$ cat config.mk
export PLATFORM = sky130hd
export DESIGN_NAME = core_sleep_seq
export DESIGN_NICKNAME = d
export VERILOG_FILES = /design/src/rtl/sleep_seq_pkg.sv /design/src/rtl/sleep_wait_timer.sv /design/src/rtl/sleep_out_decode.sv /design/src/rtl/core_sleep_seq.sv
export SDC_FILE = /design/constraint.sdc
export NUM_CORES = 1
export LEC_CHECK = 0
export BUFFER_PORTS_ARGS = -buffer_cell sky130_fd_sc_hd__buf_2
export CORE_ASPECT_RATIO = 0.9
export CORE_MARGIN = 2
export CORE_UTILIZATION = 30
export CTS_BUF_LIST = sky130_fd_sc_hd__clkbuf_2 sky130_fd_sc_hd__clkbuf_4 sky130_fd_sc_hd__clkbuf_8
export CTS_CLUSTER_DIAMETER = 120
export CTS_CLUSTER_SIZE = 28
export DETAILED_ROUTE_END_ITERATION = 16
export PLACE_DENSITY = 0.58
export SYNTH_ARGS = -nofsm -noshare
export SYNTH_HDL_FRONTEND = slang
export SYNTH_SLANG_ARGS = --single-unit
$ cat constraint.sdc
create_clock -name clk -period 1.58 [get_ports clk]
set_input_delay 0.395 -clock clk [delete_from_list [all_inputs] [get_ports clk]]
set_output_delay 0.395 -clock clk [all_outputs]
set_load 0.01 [all_outputs]
$ cat src/rtl/sleep_seq_pkg.sv
package sleep_seq_pkg;

   typedef enum logic [2:0] {
      PH_ACTIVE   = 3'd0,
      PH_SAVE     = 3'd1,
      PH_ENTRY_HS = 3'd2,
      PH_VR_DOWN  = 3'd3,
      PH_DEEP     = 3'd4,
      PH_WAKE     = 3'd5,
      PH_RESET    = 3'd6,
      PH_RESTORE  = 3'd7
   } phase_e;

   // phases that wait on an external handshake and so carry a timeout
   function automatic logic is_timed(phase_e p);
      return (p != PH_ACTIVE) && (p != PH_DEEP);
   endfunction

endpackage

$ cat src/rtl/sleep_wait_timer.sv
module sleep_wait_timer #(
   parameter int TW     = 8,
   parameter bit TMO_EN = 1'b1
) (
   input  logic          clk,
   input  logic          rst_n,
   input  logic          restart,
   input  logic          timed,
   input  logic [TW-1:0] limit,
   output logic          expire
);
   localparam logic [TW-1:0] CNT_MAX = '1;

   generate
      if (TMO_EN) begin : g_count
         logic [TW-1:0] cnt;
         always_ff @(posedge clk or negedge rst_n) begin
            if (!rst_n)                          cnt <= '0;
            else if (restart)                    cnt <= '0;
            else if (timed && cnt != CNT_MAX)    cnt <= cnt + 1'b1;
         end
         assign expire = timed && (cnt == limit);
      end else begin : g_none
         assign expire = 1'b0;
      end
   endgenerate
endmodule

$ cat src/rtl/sleep_out_decode.sv
module sleep_out_decode
   import sleep_seq_pkg::*;
(
   input  phase_e ph,
   output logic   save_go,
   output logic   cache_shrink,
   output logic   cs_enter,
   output logic   vid_low,
   output logic   snoop_blk,
   output logic   core_rst,
   output logic   restore_go,
   output logic   cache_expand
);
   always_comb begin
      save_go      = (ph == PH_SAVE);
      cache_shrink = (ph == PH_SAVE);
      cs_enter     = (ph == PH_ENTRY_HS);
      vid_low      = (ph == PH_VR_DOWN) || (ph == PH_DEEP);
      snoop_blk    = (ph == PH_VR_DOWN) || (ph == PH_DEEP) ||
                     (ph == PH_WAKE)    || (ph == PH_RESET);
      core_rst     = (ph == PH_RESET);
      restore_go   = (ph == PH_RESTORE);
      cache_expand = (ph == PH_RESTORE);
   end
endmodule

$ cat src/rtl/core_sleep_seq.sv
module core_sleep_seq
   import sleep_seq_pkg::*;
#(
   parameter int TW       = 8,
   parameter bit TMO_EN   = 1'b1,
   parameter bit ABORT_EN = 1'b1
) (
   input  logic          clk,
   input  logic          rst_n,
   input  logic          idle_req,
   input  logic          save_done,
   input  logic          cs_ack,
   input  logic          vr_ready,
   input  logic          wake_irq,
   input  logic          pll_lock,
   input  logic          restore_done,
   input  logic          snoop_req,
   input  logic [TW-1:0] tmo_limit,
   output logic          save_go,
   output logic          cache_shrink,
   output logic          cs_enter,
   output logic          vid_low,
   output logic          snoop_blk,
   output logic          core_rst,
   output logic          restore_go,
   output logic          cache_expand,
   output logic          resume,
   output logic          err,
   output logic          snoop_fwd,
   output logic [2:0]    phase
);
   generate
      if (TW < 2 || TW > 32) begin : g_bad_tw
         $error("core_sleep_seq: TW must lie in 2..32");
      end
   endgenerate

   phase_e cur, nxt;
   logic   tmo, brk, tmo_hit, done_hit;

   generate
      if (ABORT_EN) begin : g_abort
         assign brk = wake_irq;
      end else begin : g_no_abort
         assign brk = 1'b0;
      end
   endgenerate

   always_comb begin
      nxt      = cur;
      tmo_hit  = 1'b0;
      done_hit = 1'b0;
      unique case (cur)
         PH_ACTIVE:   if (idle_req) nxt = PH_SAVE;
         PH_SAVE: begin
            if (brk)            nxt = PH_RESTORE;
            else if (save_done) nxt = PH_ENTRY_HS;
            else if (tmo)       begin nxt = PH_ACTIVE; tmo_hit = 1'b1; end
         end
         PH_ENTRY_HS: begin
            if (brk)            nxt = PH_RESTORE;
            else if (cs_ack)    nxt = PH_VR_DOWN;
            else if (tmo)       begin nxt = PH_ACTIVE; tmo_hit = 1'b1; end
         end
         PH_VR_DOWN: begin
            if (!vr_ready)      nxt = PH_DEEP;
            else if (tmo)       begin nxt = PH_ACTIVE; tmo_hit = 1'b1; end
         end
         PH_DEEP:     if (wake_irq) nxt = PH_WAKE;
         PH_WAKE: begin
            if (vr_ready)       nxt = PH_RESET;
            else if (tmo)       begin nxt = PH_ACTIVE; tmo_hit = 1'b1; end
         end
         PH_RESET: begin
            if (pll_lock)       nxt = PH_RESTORE;
            else if (tmo)       begin nxt = PH_ACTIVE; tmo_hit = 1'b1; end
         end
         PH_RESTORE: begin
            if (restore_done)   begin nxt = PH_ACTIVE; done_hit = 1'b1; end
            else if (tmo)       begin nxt = PH_ACTIVE; tmo_hit = 1'b1; end
         end
         default:             nxt = PH_ACTIVE;
      endcase
   end

   always_ff @(posedge clk or negedge rst_n) begin
      if (!rst_n) begin
         cur    <= PH_ACTIVE;
         err    <= 1'b0;
         resume <= 1'b0;
      end else begin
         cur    <= nxt;
         resume <= done_hit;
         if (tmo_hit)                         err <= 1'b1;
         else if (cur == PH_ACTIVE && idle_req) err <= 1'b0;
      end
   end

   sleep_wait_timer #(.TW(TW), .TMO_EN(TMO_EN)) u_timer (
      .clk     (clk),
      .rst_n   (rst_n),
      .restart (nxt != cur),
      .timed   (is_timed(cur)),
      .limit   (tmo_limit),
      .expire  (tmo)
   );

   sleep_out_decode u_dec (
      .ph           (cur),
      .save_go      (save_go),
      .cache_shrink (cache_shrink),
      .cs_enter     (cs_enter),
      .vid_low      (vid_low),
      .snoop_blk    (snoop_blk),
      .core_rst     (core_rst),
      .restore_go   (restore_go),
      .cache_expand (cache_expand)
   );

   assign snoop_fwd = snoop_req && !snoop_blk;
   assign phase     = cur;
endmodule

# Word-level counts from Yosys, hierarchy flattened
# Cells that the tools add are included.
[totals]
regBits = 13
in_bits = 18
out_inout_bits = 14
elab_cells = 57
[classes]
n_addsub = 1
n_eq_ne = 11
n_mux = 28
n_reduce_logical = 13
[ops]
columns = ["op", "n"]
rows = [
  ["$mux 3", 11],
  ["$pmux 3 s8", 1],
  ["$mux 8", 2],
  ["$mux 1", 13],
  ["$eq 3x3->1 const B", 4],
  ["$add 8x1->8 const B", 1],
  ["$eq 8x8->1", 1],
  ["$ne 8x8->1 const B", 1],
  ["$eq 3x2->1 const B", 2],
  ["$pmux 1 s6", 1],
  ["$logic_and 1x1->1", 5],
  ["$reduce_bool 2->1", 2],
  ["$eq 3x1->1 const B", 1],
  ["$logic_not 3->1", 1],
  ["$logic_or 1x1->1", 3],
  ["$ne 3x3->1", 1],
  ["$ne 3x3->1 const B", 1],
  ["$reduce_bool 3->1", 1],
  ["$logic_not 1->1", 1],
]

# Logic depth before layout (Yosys ltp)
# Gate-level depths: netlist (run 1).
[logic_depth]
ltp_word = 9
ltp_mapped = 7
mapped_depth_nobuf = 6

# Hierarchy
# A second synthesis (run 1) with hierarchy kept.
[hier_totals]
cells_unflattened = 129
area_unflattened_um2 = 1161.1
[modules_own_cells]
columns = ["mod", "instances", "cells_each", "area_per_inst_um2"]
rows = [
  ["sleep_wait_timer", 1, 58, 600.6],
  ["core_sleep_seq", 1, 61, 488.0],
  ["sleep_out_decode", 1, 10, 72.6],
]

# Worst setup path after synthesis (run 1)
# No wires, ideal clock.
[synth_path]
path_type = "register to output"
from = "reg cur[1], in the netlist phase[1]"
to = "out snoop_fwd"
arrival_time_ps = 1452
required_ps = 1185
setup_slack_ps = -267
stages_incl_launch_ff = 6
cell_sequence = "dfrtp_1 -> buf_2 -> buf_1 -> nand2_1 -> xnor2_1 -> nor2_1"
[synth_via]
elab_chain_len = 6
elab_cells_between_ends = 9
classes_between = "4 x eq/ne; 5 x reduce/logical"
[synth_lines]
columns = ["element", "line", "source"]
rows = [
  ["start: declaration", "core_sleep_seq.sv:38", "phase_e cur, nxt;"],
  ["start signal: assignment", "core_sleep_seq.sv:92", "cur <= nxt;"],
  ["$eq 3x2->1 or $eq 3x3->1 (tied branches)", "sleep_out_decode.sv:19", "snoop_blk = (ph == PH_VR_DOWN) || (ph == PH_DEEP) ||"],
  ["$logic_or 1x1->1 (2 in series)", "sleep_out_decode.sv:19", ""],
  ["$logic_or 1x1->1 *", "sleep_out_decode.sv:20", "(ph == PH_WAKE) || (ph == PH_RESET);"],
  ["named net snoop_blk", "core_sleep_seq.sv:23", "output logic snoop_blk,"],
  ["$logic_not 1->1 *", "core_sleep_seq.sv:120", "assign snoop_fwd = snoop_req && !snoop_blk;"],
  ["$logic_and 1x1->1 *", "core_sleep_seq.sv:120", ""],
  ["end: declaration", "core_sleep_seq.sv:29", "output logic snoop_fwd,"],
]
# Mark *: on every way through the listed nets, which the timed path passes. The rest lies on a longest branch.

# Worst setup path in the final report (run 1)
[layout_path]
from = "reg u_timer.g_count.cnt[1]"
to = "reg u_timer.g_count.cnt[5]"
[layout_via]
elab_chain_len = 8
elab_cells_between_ends = 19
classes_between = "1 x add/sub; 3 x eq/ne; 12 x mux; 3 x reduce/logical"
[layout_lines]
columns = ["element", "line", "source"]
rows = [
  ["start: declaration", "sleep_wait_timer.sv:16", "logic [TW-1:0] cnt;"],
  ["start signal: assignment", "sleep_wait_timer.sv:20", "else if (timed && cnt != CNT_MAX) cnt <= cnt + 1'b1;"],
  ["$eq 8x8->1", "sleep_wait_timer.sv:22", "assign expire = timed && (cnt == limit);"],
  ["$logic_and 1x1->1", "sleep_wait_timer.sv:22", ""],
  ["$mux 3", "n/a", ""],
  ["$mux 3 (on tied branches)", "core_sleep_seq.sv:62, core_sleep_seq.sv:57", ""],
  ["$mux 3 (on tied branches)", "core_sleep_seq.sv:61, core_sleep_seq.sv:56", ""],
  ["$pmux 3 s8", "core_sleep_seq.sv:53", "unique case (cur)"],
  ["$ne 3x3->1", "core_sleep_seq.sv:102", ".restart (nxt != cur),"],
  ["$mux 8 or $reduce_bool 2->1 (tied branches)", "n/a", ""],
]
# Several ways; a longest one is shown, not always the timed one. The select of a mux whose other input is x is not followed.
# A chain may end at the register's enable or synchronous reset.

==> results of run 1 <==
[cell usage after synthesis, types with 2 or more instances]
| library cell | n | area [µm²] |
|---|---|---|
| buf_1 | 2 | 7.51 |
| o21ai_0 | 6 | 30.0 |
| a21oi_1 | 6 | 30.0 |
| nor2_1 | 12 | 45.0 |
| nor2b_1 | 6 | 37.5 |
| nand4_1 | 3 | 18.8 |
| inv_1 | 5 | 18.8 |
| buf_4 | 3 | 22.5 |
| nand3_1 | 8 | 40.0 |
| nand2_1 | 14 | 52.6 |
| mux2i_1 | 8 | 80.1 |
| clkbuf_1 | 2 | 7.51 |
| a21o_1 | 2 | 15.0 |
| a31oi_1 | 2 | 12.5 |
| dfrtp_1 | 13 | 325 |
| nor3b_1 | 2 | 15.0 |
| nor3_1 | 10 | 50.1 |
| and2_1 | 2 | 12.5 |
| buf_2 | 3 | 15.0 |
| xnor2_1 | 4 | 35.0 |
| xor2_1 | 9 | 78.8 |
[flip-flops by register name, summed over array words and instances (netlist names)]
name and flops:
u_timer.g_count.cnt 8, phase 3, err 1, resume 1
[per-layer routing]
layer	routed length, µm	track usage [%]
met5	0	0
met4	48	6.29
met3	167	2.52
met2	1870	35.0
met1	1470	21.7
[layout make-up]
type	instances	area [µm²]	share of cell area, %
clock buffers	3	41.3	2.13
clock inverters	1	5.00	0.258
inverters	5	18.8	0.968
multi-input cells	111	857	44.2
flip-flops and latches	13	328	16.9
well taps	46	57.6	2.97
repair buffers	80	632	32.6
[power breakdown]
group | switching (mW) | internal, mW
logic | 1.22 | 1.47
clock network | 0.132 | 0.175
registers | 0.113 | 0.409
total | 1.46 | 2.06
[worst max-delay path, cell delays in order (launching register included)]
cell and delay (ns):
dfrtp_1 0.41, xor2_1 0.16, nor4_2 0.30, buf_4 0.19, a31oi_4 0.11, o31ai_4 0.27, buf_6 0.17, nor3_1 0.04
[metrics by stage]
stage | hold WS, ns | util, % | area, µm²
5_1_grt | 0.0435 | 53.1 | 1940
6_report | 0.0239 | 53.1 | 1940
3_5_place_dp | 0.305 | 43.3 | 1580
4_1_cts | 0.0429 | 51.7 | 1890
2_1_floorplan | 0.0994 | - | 1150
3_3_place_gp | 0.298 | 43.3 | 1580
[cell families (layout without fill, tap and decap cells)]
group                      Yosys count  after routing
AOI/OAI and AO/OA                   25             25
adders and majority gates            1              1
and+or+nand+nor                     63             63
xor gates and xnor gates            13             13
muxes                                9              9
DFF                                 13             13
buffers and inverters               15             89
[what timing repair did]
action | CTS | global route
gates resized for setup | 36 | 10
endpoints found under the hold margin | 0 | 0
pin swaps | 3 | 5
endpoints found under the setup margin | 21 | 21
setup buffers | 11 | 3
[worst max-delay path by stage]
| stage | cells after the start | endpoint | start | slack [ns] |
|---|---|---|---|---|
| after global routing | 7 | u_timer.g_count.cnt[5] | u_timer.g_count.cnt[4] | -0.27 |
| after floorplan | 5 | u_timer.g_count.cnt[2] | u_timer.g_count.cnt[7] | -0.01 |
| after global placement | 8 | u_timer.g_count.cnt[4] | tmo_limit[7] | -0.36 |
| after CTS | 7 | u_timer.g_count.cnt[4] | u_timer.g_count.cnt[1] | -0.17 |
| final | 7 | u_timer.g_count.cnt[5] | u_timer.g_count.cnt[1] | -0.17 |
| after detailed placement | 8 | u_timer.g_count.cnt[1] | tmo_limit[7] | -0.36 |
==> summary.txt, run 1 <==
CTS
  – CTS Root Cell: clkbuf_8
  – # hold bufs at CTS: 0
  – CTS Buf Count: 3
  – Clock Latency Late Sink: 0.25 ns
  – CTS sink count: 13
  – CTS tree: built
  – CTS H-Tree Depth: 1
  – Clock slew at reported path FFs: 0.06 ns
  – Clock Path Buffers: 2

Timing
  – Final worst-path cycle share: 111%
  – Setup TNS Final: -2.57 ns
  – Final min period: 1.75 ns
  – Slew @ Worst Pin: 0.383 ns
  – Final setup fails: 21
  – Final Hold Viols: 0
  – RSZ-0062 raised after global routing: yes
  – Max Slew Vio Count: 0
  – Slew margin rel.: 74.4%
  – Max frequency: 570 MHz
  – Clk_skew: 0.00181 ns
  – Setup ws final: -0.175 ns

Detailed routing
  – Iter 0 DRT Violations: 54
  – Post-DR vias/cell: 4.94
  – Routed Antenna Nets: 0
  – Routed Wire Length: 3560 µm
  – DR DRC count: 0
  – Vias after detailed routing: 1279
  – Wire per inst: 13.7 µm
  – Detailed-router iteration count before antenna repair: 4

Synthesis
  – Mapped Nets: 158
  – Mapped cell area: 1120 µm²
  – Adder-Cell Fraction of Synth Area: 1.12%
  – Mean Syn Cell Area: 8.07 µm²
  – Cell count after synthesis: 139
  – Synth Warn #: 0
  – Post-synthesis mux area share: 9.15%
  – Share of flip-flops with an asynchronous set or reset: 100%
  – Distinct cell type count after synthesis: 38
  – Sequential share of the synthesized area: 29.0%
  – Synth Area in Compound Gates: 15.8%
  – Largest family of logic cells by synthesized area: simple AND/OR/NAND/NOR gates
  – Main synth FF type: dfrtp_1
  – Xor and xnor area share after synthesis: 10.2%
  – Number of synthesized flops with an enable pin: 0
  – Post-Synth Simple-Gate Area: 28.3%
  – Yosys reg bits: 13

Placement
  – Placement Setup Slack: -0.359 ns
  – Dpl cells: 243
  – Dpl hpwl: 2420 µm
  – Final GP Congestion: 0.842
  – # port buffers: 31

Die
  – Die Width: 68.4 µm
  – Initial core utilization: 30.7%
  – # IOs: 32
  – Die ar.: 4240 µm²
  – Row count: 21
  – Die Y: 62.0 µm
  – Core Footprint: 3650 µm²

Critical path
  – Data required, critical path: 1.72 ns
  – Worst R2R Setup Slack: -0.17 ns
  – Worst reg-to-reg path cell count: 7
  – Worst-path fanout max: 5
  – CP startpoint kind: register
  – Reg-to-reg critical path startpoint: u_timer.g_count.cnt[1]
  – Worst Setup End Kind: register
  – CP arrival: 1.89 ns
  – Critical setup path kind: register to register
  – Worst flop-to-flop path endpoint: u_timer.g_count.cnt[5]

Power
  – PD cells: 1810 nW/µm²
  – Lkg Pwr: 0.930 nW
  – Tot Pwr: 3.52 mW
  – Peak supply drop: 0.805 mV

Outcome
  – Failing checks: negative setup slack
  – Outcome: finished with violations

Global route
  – Largest net degree at the start of global routing: 14
  – Initial antenna violation count: 0
  – First-pass GRT wire length: 5810 µm
  – Vias in the first global route: 1285
  – GRT Util Overall: 18.6%
  – Gr ovfl total: 0

Final layout
  – Commonest non-fill, non-tap cells in the layout: buf_4 (33), buf_2 (28), buf_6 (15)
  – Filler instances: 350
  – Layout area overhead: 73.0%
  – # diodes: 0
  – Layout Cells excl Fill: 259
  – Layout cells sized above 1: 54.0%
  – Fin nets: 233
  – Commonest non-fill, non-tap cell in the layout: buf_4

Run
  – Max-capacitance violation count: 0

Hold path
  – HP Class: input pin to async pin
(Power assumes the default switching activity.)
==> inputs of run 2 (changes only) <==
--- a/config.mk
+++ b/config.mk
@@ -5,6 +5,7 @@
 export SDC_FILE = /design/constraint.sdc
 export NUM_CORES = 1
 export LEC_CHECK = 0
+export ABC_AREA = 1
 export BUFFER_PORTS_ARGS = -buffer_cell sky130_fd_sc_hd__buf_2
 export CORE_ASPECT_RATIO = 0.9
 export CORE_MARGIN = 2
@@ -13,7 +14,7 @@
 export CTS_CLUSTER_DIAMETER = 120
 export CTS_CLUSTER_SIZE = 28
 export DETAILED_ROUTE_END_ITERATION = 16
-export PLACE_DENSITY = 0.58
+export PLACE_DENSITY = 0.57
 export SYNTH_ARGS = -nofsm -noshare
 export SYNTH_HDL_FRONTEND = slang
 export SYNTH_SLANG_ARGS = --single-unit
==> run 2 against run 1 <==
Effect of this change: the run still ends with negative setup slack left; clock power is 1% lower; core utilization is 2.6 points lower; register-to-register slack better by 0.02 ns; die area is 4.6% higher.
==> summary.txt, run 2 <==
Critical path
  – Data required, critical path: 1.71 ns (was 1.72 ns)
  – CP startpoint kind: register (unchanged)
  – Worst-path fanout max: 8 (was 5)
  – Worst R2R Setup Slack: -0.16 ns (was -0.17 ns)
  – CP peak stage delay: 0.46 ns (was 0.41 ns)
  – Worst Setup End Kind: register (unchanged)
  – WP depth: 13 (was 7)
  – CP arrival: 1.87 ns (was 1.89 ns)
  – Top Family by Delay on Critical Path: simple AND/OR/NAND/NOR gates (was flip-flops)
  – Crit path to: u_timer.g_count.cnt[7] (was u_timer.g_count.cnt[5])
  – CP Launch Point: phase[1] (was u_timer.g_count.cnt[1])
  – CP Cell Sequence: buf_4, nand2_4, nor2_4, nand2_1, o21ai_2, a21oi_2, nand3_1, nand2_2, nand3_2, nand2_2, nand2_2, nand2_4, nor2_2 (was xor2_1, nor4_2, buf_4, a31oi_4, o31ai_4, buf_6, nor3_1)
  – CP dominant cell by count: nand2_2
  – Critical setup path kind: register to register (unchanged)
  – Worst flop-to-flop path endpoint: u_timer.g_count.cnt[7] (was u_timer.g_count.cnt[5])
  – Reg-to-reg critical path startpoint: phase[1] (was u_timer.g_count.cnt[1])
  – Worst reg-to-reg path cell count: 13 (was 7)
  – Worst path bufs/invs: 1 (was 2)
  – Slowest CP cell: dfrtp_2 (was dfrtp_1)

Synthesis
  – Share of flip-flops with an asynchronous set or reset: 100% (unchanged)
  – Mean Syn Cell Area: 6.61 µm² (was 8.07 µm²)
  – Cell count after synthesis: 178 (was 139)
  – Sequential share of the synthesized area: 27.7% (was 29.0%)
  – Yosys reg bits: 13 (unchanged)
  – Mapped cell area: 1180 µm² (was 1120 µm²)
  – Most frequent cells after synthesis: nand2_1 (43), inv_1 (35), nor2_1 (15) (was nand2_1 (14), dfrtp_1 (13), nor2_1 (12))
  – Main synth FF type: dfrtp_1 (unchanged)
  – Synth Warn #: 0 (unchanged)
  – Largest cells by area after synthesis: dfrtp_1 (28%), nand2_1 (14%), inv_1 (11%) (was dfrtp_1 (29%), mux2i_1 (7.1%), xor2_1 (7.0%))
  – Mapped Nets: 197 (was 158)
  – Most common cell in the netlist: nand2_1 (unchanged)
  – Yosys top cell by area: dfrtp_1 (unchanged)
  – Yosys top cell area share: 27.7% (was 29.0%)
  – Distinct cell type count after synthesis: 27 (was 38)
  – Number of synthesized flops with an enable pin: 0 (unchanged)

Timing
  – Final Hold Viols: 0 (unchanged)
  – Slew margin rel.: 79.5% (was 74.4%)
  – Clk_skew: 0.00211 ns (was 0.00181 ns)
  – Max frequency: 576 MHz (was 570 MHz)
  – RSZ-0062 raised after global routing: yes (unchanged)
  – Setup ws final: -0.157 ns (was -0.175 ns)
  – Final setup fails: 19 (was 21)
  – Slew @ Worst Pin: 0.308 ns (was 0.383 ns)
  – Max Slew Vio Count: 0 (unchanged)
  – Final worst-path cycle share: 110% (was 111%)
  – Final min period: 1.74 ns (was 1.75 ns)

Power
  – Clk pwr share: 9.7% (was 8.7%)
  – Sw Ratio: 44.8% (was 41.5%)
  – Int Pwr: 1.72 mW (was 2.06 mW)
  – Reg power frac: 15.9% (was 14.8%)
  – Peak supply drop: 0.503 mV (was 0.805 mV)
  – Part of the power in combinational logic: 74.4% (was 76.4%)
  – Lkg Pwr: 1.04 nW (was 0.930 nW)
  – PD cells: 1650 nW/µm² (was 1810 nW/µm²)
  – Tot Pwr: 3.11 mW (was 3.52 mW)
  – Psw: 1.39 mW (was 1.46 mW)

Placement
  – Placement Setup Slack: -0.171 ns (was -0.359 ns)
  – Dpl hpwl: 2550 µm (was 2420 µm)
  – # port buffers: 31 (unchanged)
  – Final GP Congestion: 0.853 (was 0.842)

Outcome
  – Outcome: finished with violations (unchanged)
  – Failing checks: negative setup slack (unchanged)

Die
  – Core Footprint: 3730 µm² (was 3650 µm²)
  – Initial core utilization: 31.5% (was 30.7%)
  – Die ar.: 4440 µm² (was 4240 µm²)
  – # IOs: 32 (unchanged)
  – Die Y: 63.4 µm (was 62.0 µm)
  – Row count: 21 (unchanged)
  – Die Width: 70 µm (was 68.4 µm)

Final layout
  – Filler instances: 390 (was 350)
  – Multi-input gate area: 759 µm² (was 857 µm²)
  – Commonest non-fill, non-tap cell in the layout: buf_4 (unchanged)
  – Max reg flops: 8 (unchanged)
  – Register Area: 328 µm² (unchanged)
  – Layout area overhead: 60.2% (was 73.0%)
  – Layout cells sized above 1: 49.4% (was 54.0%)
  – # diodes: 0 (unchanged)
  – Fin nets: 279 (was 233)
  – Commonest non-fill, non-tap cells in the layout: buf_4 (44), nand2_1 (38), inv_1 (34) (was buf_4 (33), buf_2 (28), buf_6 (15))
  – Top reg by flops: u_timer.g_count.cnt (unchanged)

Detailed routing
  – DR DRC count: 0 (unchanged)
  – Routed Antenna Nets: 0 (unchanged)
  – Post-DR vias/cell: 4.45 (was 4.94)
  – Routed Wire Length: 3370 µm (was 3560 µm)
  – Wire per inst: 11.1 µm (was 13.7 µm)
  – Detailed-router iteration count before antenna repair: 4 (unchanged)
  – Vias after detailed routing: 1358 (was 1279)
  – Iter 0 DRT Violations: 67 (was 54)

CTS
  – Clock Latency Late Sink: 0.24 ns (was 0.25 ns)
  – Clock Path Buffers: 2 (unchanged)
  – CTS Root Cell: clkbuf_8 (unchanged)
  – Clock slew at reported path FFs: 0.06 ns (about the same)
  – CTS tree: built (unchanged)
  – CTS Buf Count: 3 (unchanged)
  – CTS H-Tree Depth: 1 (unchanged)
  – CTS sink count: 13 (unchanged)

Global route
  – Routing usage on met2: 24.4% (was 35.0%)
  – GRT Util Overall: 15.3% (was 18.6%)
  – Initial antenna violation count: 0 (unchanged)
  – Vias in the first global route: 1256 (was 1285)
  – GR Layer Usage met1: 21.6% (was 21.7%)
  – First-pass GRT wire length: 5440 µm (was 5810 µm)
  – Gr ovfl total: 0 (unchanged)
  – Largest net degree at the start of global routing: 14 (unchanged)
  – Layer with the highest usage: met2 (unchanged)
  – Met3 Use GR: 2.56% (was 2.52%)

Hold path
  – HP Class: input pin to async pin (unchanged)

Run
  – Max-capacitance violation count: 0 (unchanged)
-- run 2: kinds of logic after synthesis --
group	synth area share, %
xor+xnor	5.21
simple gates	40.5
buf+inv	14.6
fa+ha+maj	1.06
compound gates	11.0
flops	27.7
-- run 2: how the worst min path moves through the flow --
stage	from	endpoint	slack, ns	depth (start not counted)
after floorplan	rst_n	err	0.1	0
after global placement	rst_n	u_timer.g_count.cnt[2]	0.30	1
after detailed placement	rst_n	u_timer.g_count.cnt[2]	0.30	1
after CTS	rst_n	u_timer.g_count.cnt[2]	0.04	1
after global routing	rst_n	u_timer.g_count.cnt[2]	0.04	1
final	rst_n	u_timer.g_count.cnt[4]	0.03	1
-- run 2: layout make-up --
type,instances,area share [%]
clock inverters,1,0.266
flip-flops and latches,13,17.4
inverters,38,7.70
multi-input cells,124,40.3
repair buffers,80,29.1
clock buffers,3,2.19
well taps,46,3.05
-- run 2: power groups by stage --
stage | sequential, mW | combinational [mW] | clock [mW]
finish | 0.494 | 2.31 | 0.303
global route | 0.510 | 2.54 | 0.326
CTS | 0.490 | 2.15 | 0.311
detailed placement | 0.498 | 1.80 | 0
global placement | 0.501 | 1.80 | 0
floorplan | 0.501 | 1.13 | 0
-- run 2: metrics by stage --
stage	instance area, µm²	TNS (ns)	utilization (%)	hold slack (ns)	cells
finish	1880	-2.25	50.5	0.0334	305
detailed placement	1620	-1.51	43.4	0.302	284
global placement	1620	-1.53	43.4	0.298	284
floorplan	1190	-0.132	-	0.0994	178
global route	1880	-4.03	50.5	0.0416	305
CTS	1810	-1.88	48.4	0.0368	299
-- run 2: per-layer routing --
metal  vias to the layer above  share of wire [%]
met2                        28                 47
met5                         -                  0
li1                        712                  -
met3                         2                4.2
met4                         0               0.62
met1                       616                 48
-- run 2: what timing repair did --
action                     CTS  global route
hold buffers                 0             0
setup endpoints to repair   17            20
setup buffers               11             6
gates resized for setup     15             9
pin swaps                    5             5
==> inputs of run 3 (changes only) <==
--- a/config.mk
+++ b/config.mk
@@ -7,6 +7,8 @@
 export LEC_CHECK = 0
 export ABC_AREA = 1
 export BUFFER_PORTS_ARGS = -buffer_cell sky130_fd_sc_hd__buf_2
+export CELL_PAD_IN_SITES_DETAIL_PLACEMENT = 1
+export CELL_PAD_IN_SITES_GLOBAL_PLACEMENT = 1
 export CORE_ASPECT_RATIO = 0.9
 export CORE_MARGIN = 2
 export CORE_UTILIZATION = 30
@@ -14,7 +16,7 @@
 export CTS_CLUSTER_DIAMETER = 120
 export CTS_CLUSTER_SIZE = 28
 export DETAILED_ROUTE_END_ITERATION = 16
-export PLACE_DENSITY = 0.57
+export PLACE_DENSITY = 0.76
 export SYNTH_ARGS = -nofsm -noshare
 export SYNTH_HDL_FRONTEND = slang
 export SYNTH_SLANG_ARGS = --single-unit
==> run 3 against run 2 <==
Effect of this change: the flow still finishes with violations (negative setup slack); first-iteration DRC count increased by 57%; via count increased by 19%; combinational power increased by 38%; register-to-register slack got worse by 0.20 ns; sequential power increased by 7.5%; total power increased by 30%; highest routed layer unchanged.
==> summary.txt, run 3 (synthesis gave the netlist of run 2 again) <==
Timing
  – Slew @ Worst Pin: 0.378 ns (was 0.308 ns)
  – RSZ-0062 raised after global routing: yes (unchanged)
  – Final setup fails: 20 (was 19)
  – Setup ws final: -0.360 ns (was -0.157 ns)
  – Slew margin rel.: 74.7% (was 79.5%)
  – Final Hold Viols: 0 (unchanged)
  – Max Slew Vio Count: 0 (unchanged)
  – Final min period: 1.94 ns (was 1.74 ns)
  – Final worst-path cycle share: 123% (was 110%)
  – Max frequency: 516 MHz (was 576 MHz)
  – Clk_skew: 0.0106 ns (was 0.00211 ns)

Critical path
  – Worst-path fanout max: 8 (unchanged)
  – Worst Setup End Kind: register (unchanged)
  – CP startpoint kind: register (unchanged)
  – CP arrival: 2.13 ns (was 1.87 ns)
  – Critical setup path kind: register to register (unchanged)
  – Data required, critical path: 1.77 ns (was 1.71 ns)

CTS
  – Clock Path Buffers: 2 (unchanged)
  – Clock Latency Late Sink: 0.27 ns (was 0.24 ns)
  – CTS Root Cell: clkbuf_8 (unchanged)
  – Clock slew at reported path FFs: 0.07 ns (was 0.06 ns)
  – CTS H-Tree Depth: 1 (unchanged)
  – CTS Buf Count: 3 (unchanged)
  – CTS tree: built (unchanged)
  – CTS sink count: 13 (unchanged)

Die
  – Die Width: 70 µm (unchanged)
  – Die ar.: 4440 µm² (unchanged)
  – Initial core utilization: 31.5% (unchanged)
  – # IOs: 32 (unchanged)
  – Core Footprint: 3730 µm² (unchanged)
  – Row count: 21 (unchanged)
  – Die Y: 63.4 µm (unchanged)

Global route
  – First-pass GRT wire length: 9010 µm (was 5440 µm)
  – GRT Util Overall: 26.7% (was 15.3%)
  – Initial antenna violation count: 0 (unchanged)
  – Gr ovfl total: 0 (unchanged)
  – Vias in the first global route: 1679 (was 1256)
  – Largest net degree at the start of global routing: 14 (unchanged)

Detailed routing
  – Iter 0 DRT Violations: 105 (was 67)
  – Routed Antenna Nets: 0 (unchanged)
  – Wire per inst: 20.4 µm (was 11.1 µm)
  – Routed Wire Length: 6410 µm (was 3370 µm)
  – Post-DR vias/cell: 5.13 (was 4.45)
  – Detailed-router iteration count before antenna repair: 4 (unchanged)
  – DR DRC count: 0 (unchanged)
  – Vias after detailed routing: 1616 (was 1358)

Final layout
  – Commonest non-fill, non-tap cell in the layout: buf_4 (unchanged)
  – Layout Cells excl Fill: 315 (was 305)
  – # diodes: 0 (unchanged)
  – Commonest non-fill, non-tap cells in the layout: buf_4 (42), nand2_1 (33), inv_1 (29) (was buf_4 (44), nand2_1 (38), inv_1 (34))
  – Post-Layout Inst Area: 2170 µm² (was 1880 µm²)
  – Fin nets: 289 (was 279)
  – Layout area overhead: 84.9% (was 60.2%)
  – Max reg flops: 8 (unchanged)
  – Top reg by flops: u_timer.g_count.cnt (unchanged)
  – Finished Core Util: 58.3% (was 50.5%)
  – Layout cells sized above 1: 59.1% (was 49.4%)

Hold path
  – HP Class: input pin to async pin (unchanged)

Outcome
  – Failing checks: negative setup slack (unchanged)
  – Outcome: finished with violations (unchanged)

Power
  – Lkg Pwr: 1.11 nW (was 1.04 nW)
  – Peak supply drop: 0.966 mV (was 0.503 mV)
  – Tot Pwr: 4.05 mW (was 3.11 mW)
  – PD cells: 1860 nW/µm² (was 1650 nW/µm²)

Run
  – Max-capacitance violation count: 0 (unchanged)

Placement
  – # port buffers: 31 (unchanged)
  – Final GP Congestion: 0.833 (was 0.853)
  – Placed Area: 1630 µm² (was 1620 µm²)
  – Dpl hpwl: 3010 µm (was 2550 µm)
  – Placement Setup Slack: -0.252 ns (was -0.171 ns)
  – Dpl cells: 286 (was 284)
## run 3: changes by cell type in the layout (fill, tap and decap cells not counted), sizes merged
cell,delta
buf,+10
clkbuf,+1
clkinv,-1
## run 3: path summary, 6_finish.rpt
path                          start                     end  slack [ns]  cells past startpoint
max                        phase[0]  u_timer.g_count.cnt[7]       -0.36                     10
min                           rst_n  u_timer.g_count.cnt[6]        0.03                      1
max reg2reg                phase[0]  u_timer.g_count.cnt[7]       -0.36                     10
min reg2reg                     err                     err        0.59                      2
max in group asynchronous     rst_n  u_timer.g_count.cnt[3]        1.27                      1
min in group clk           pll_lock                phase[2]        0.46                      3
## run 3: layout make-up
cell class,count,area [µm²]
multi-input combinational,124,870
timing repair buffer,90,714
tap,46,57.6
sequential,13,329
inverter,38,155
clock buffer,4,48.8
fill,469,1560
## run 3: power breakdown
group,switching [mW],leakage [nW],total [mW],internal [mW]
Combinational,1.72,0.919,3.18,1.46
Clock,0.149,0.0262,0.346,0.197
Sequential,0.127,0.170,0.531,0.404
Total,1.99,1.11,4.05,2.06
## run 3: metrics by stage
step	hold slack, ns	TNS (ns)
after floorplan	0.0994	-0.132
after global placement	0.304	-1.83
after detailed placement	0.310	-2.33
after CTS	0.0463	-2.45
after global routing	0.0327	-6.42
final	0.0260	-4.49
## run 3: worst max-delay path: stages, from the launching register on
cell and delay [ns]:
dfrtp_2 0.51, nor2_4 0.08, a21oi_1 0.23, nand4_1 0.22, o21bai_4 0.23, nand2_2 0.09
nand2_2 0.09, nand2_1 0.08, inv_2 0.11, nand2_8 0.10, nor2_4 0.12
## run 3: layer usage
| metal | wire [µm] | GRT usage, % |
|---|---|---|
| met3 | 280 | 3.68 |
| met5 | 0 | 0 |
| met2 | 3150 | 46.1 |
| met1 | 2770 | 33.9 |
| met4 | 209 | 9.38 |
## run 3: repair_timing
| item | CTS | global route |
|---|---|---|
| buffers inserted | 22 | 7 |
| hold buffers | 0 | 0 |
| pin swaps | 16 | 21 |
| resized for setup | 35 | 43 |
| endpoints found under the setup margin | 19 | 20 |
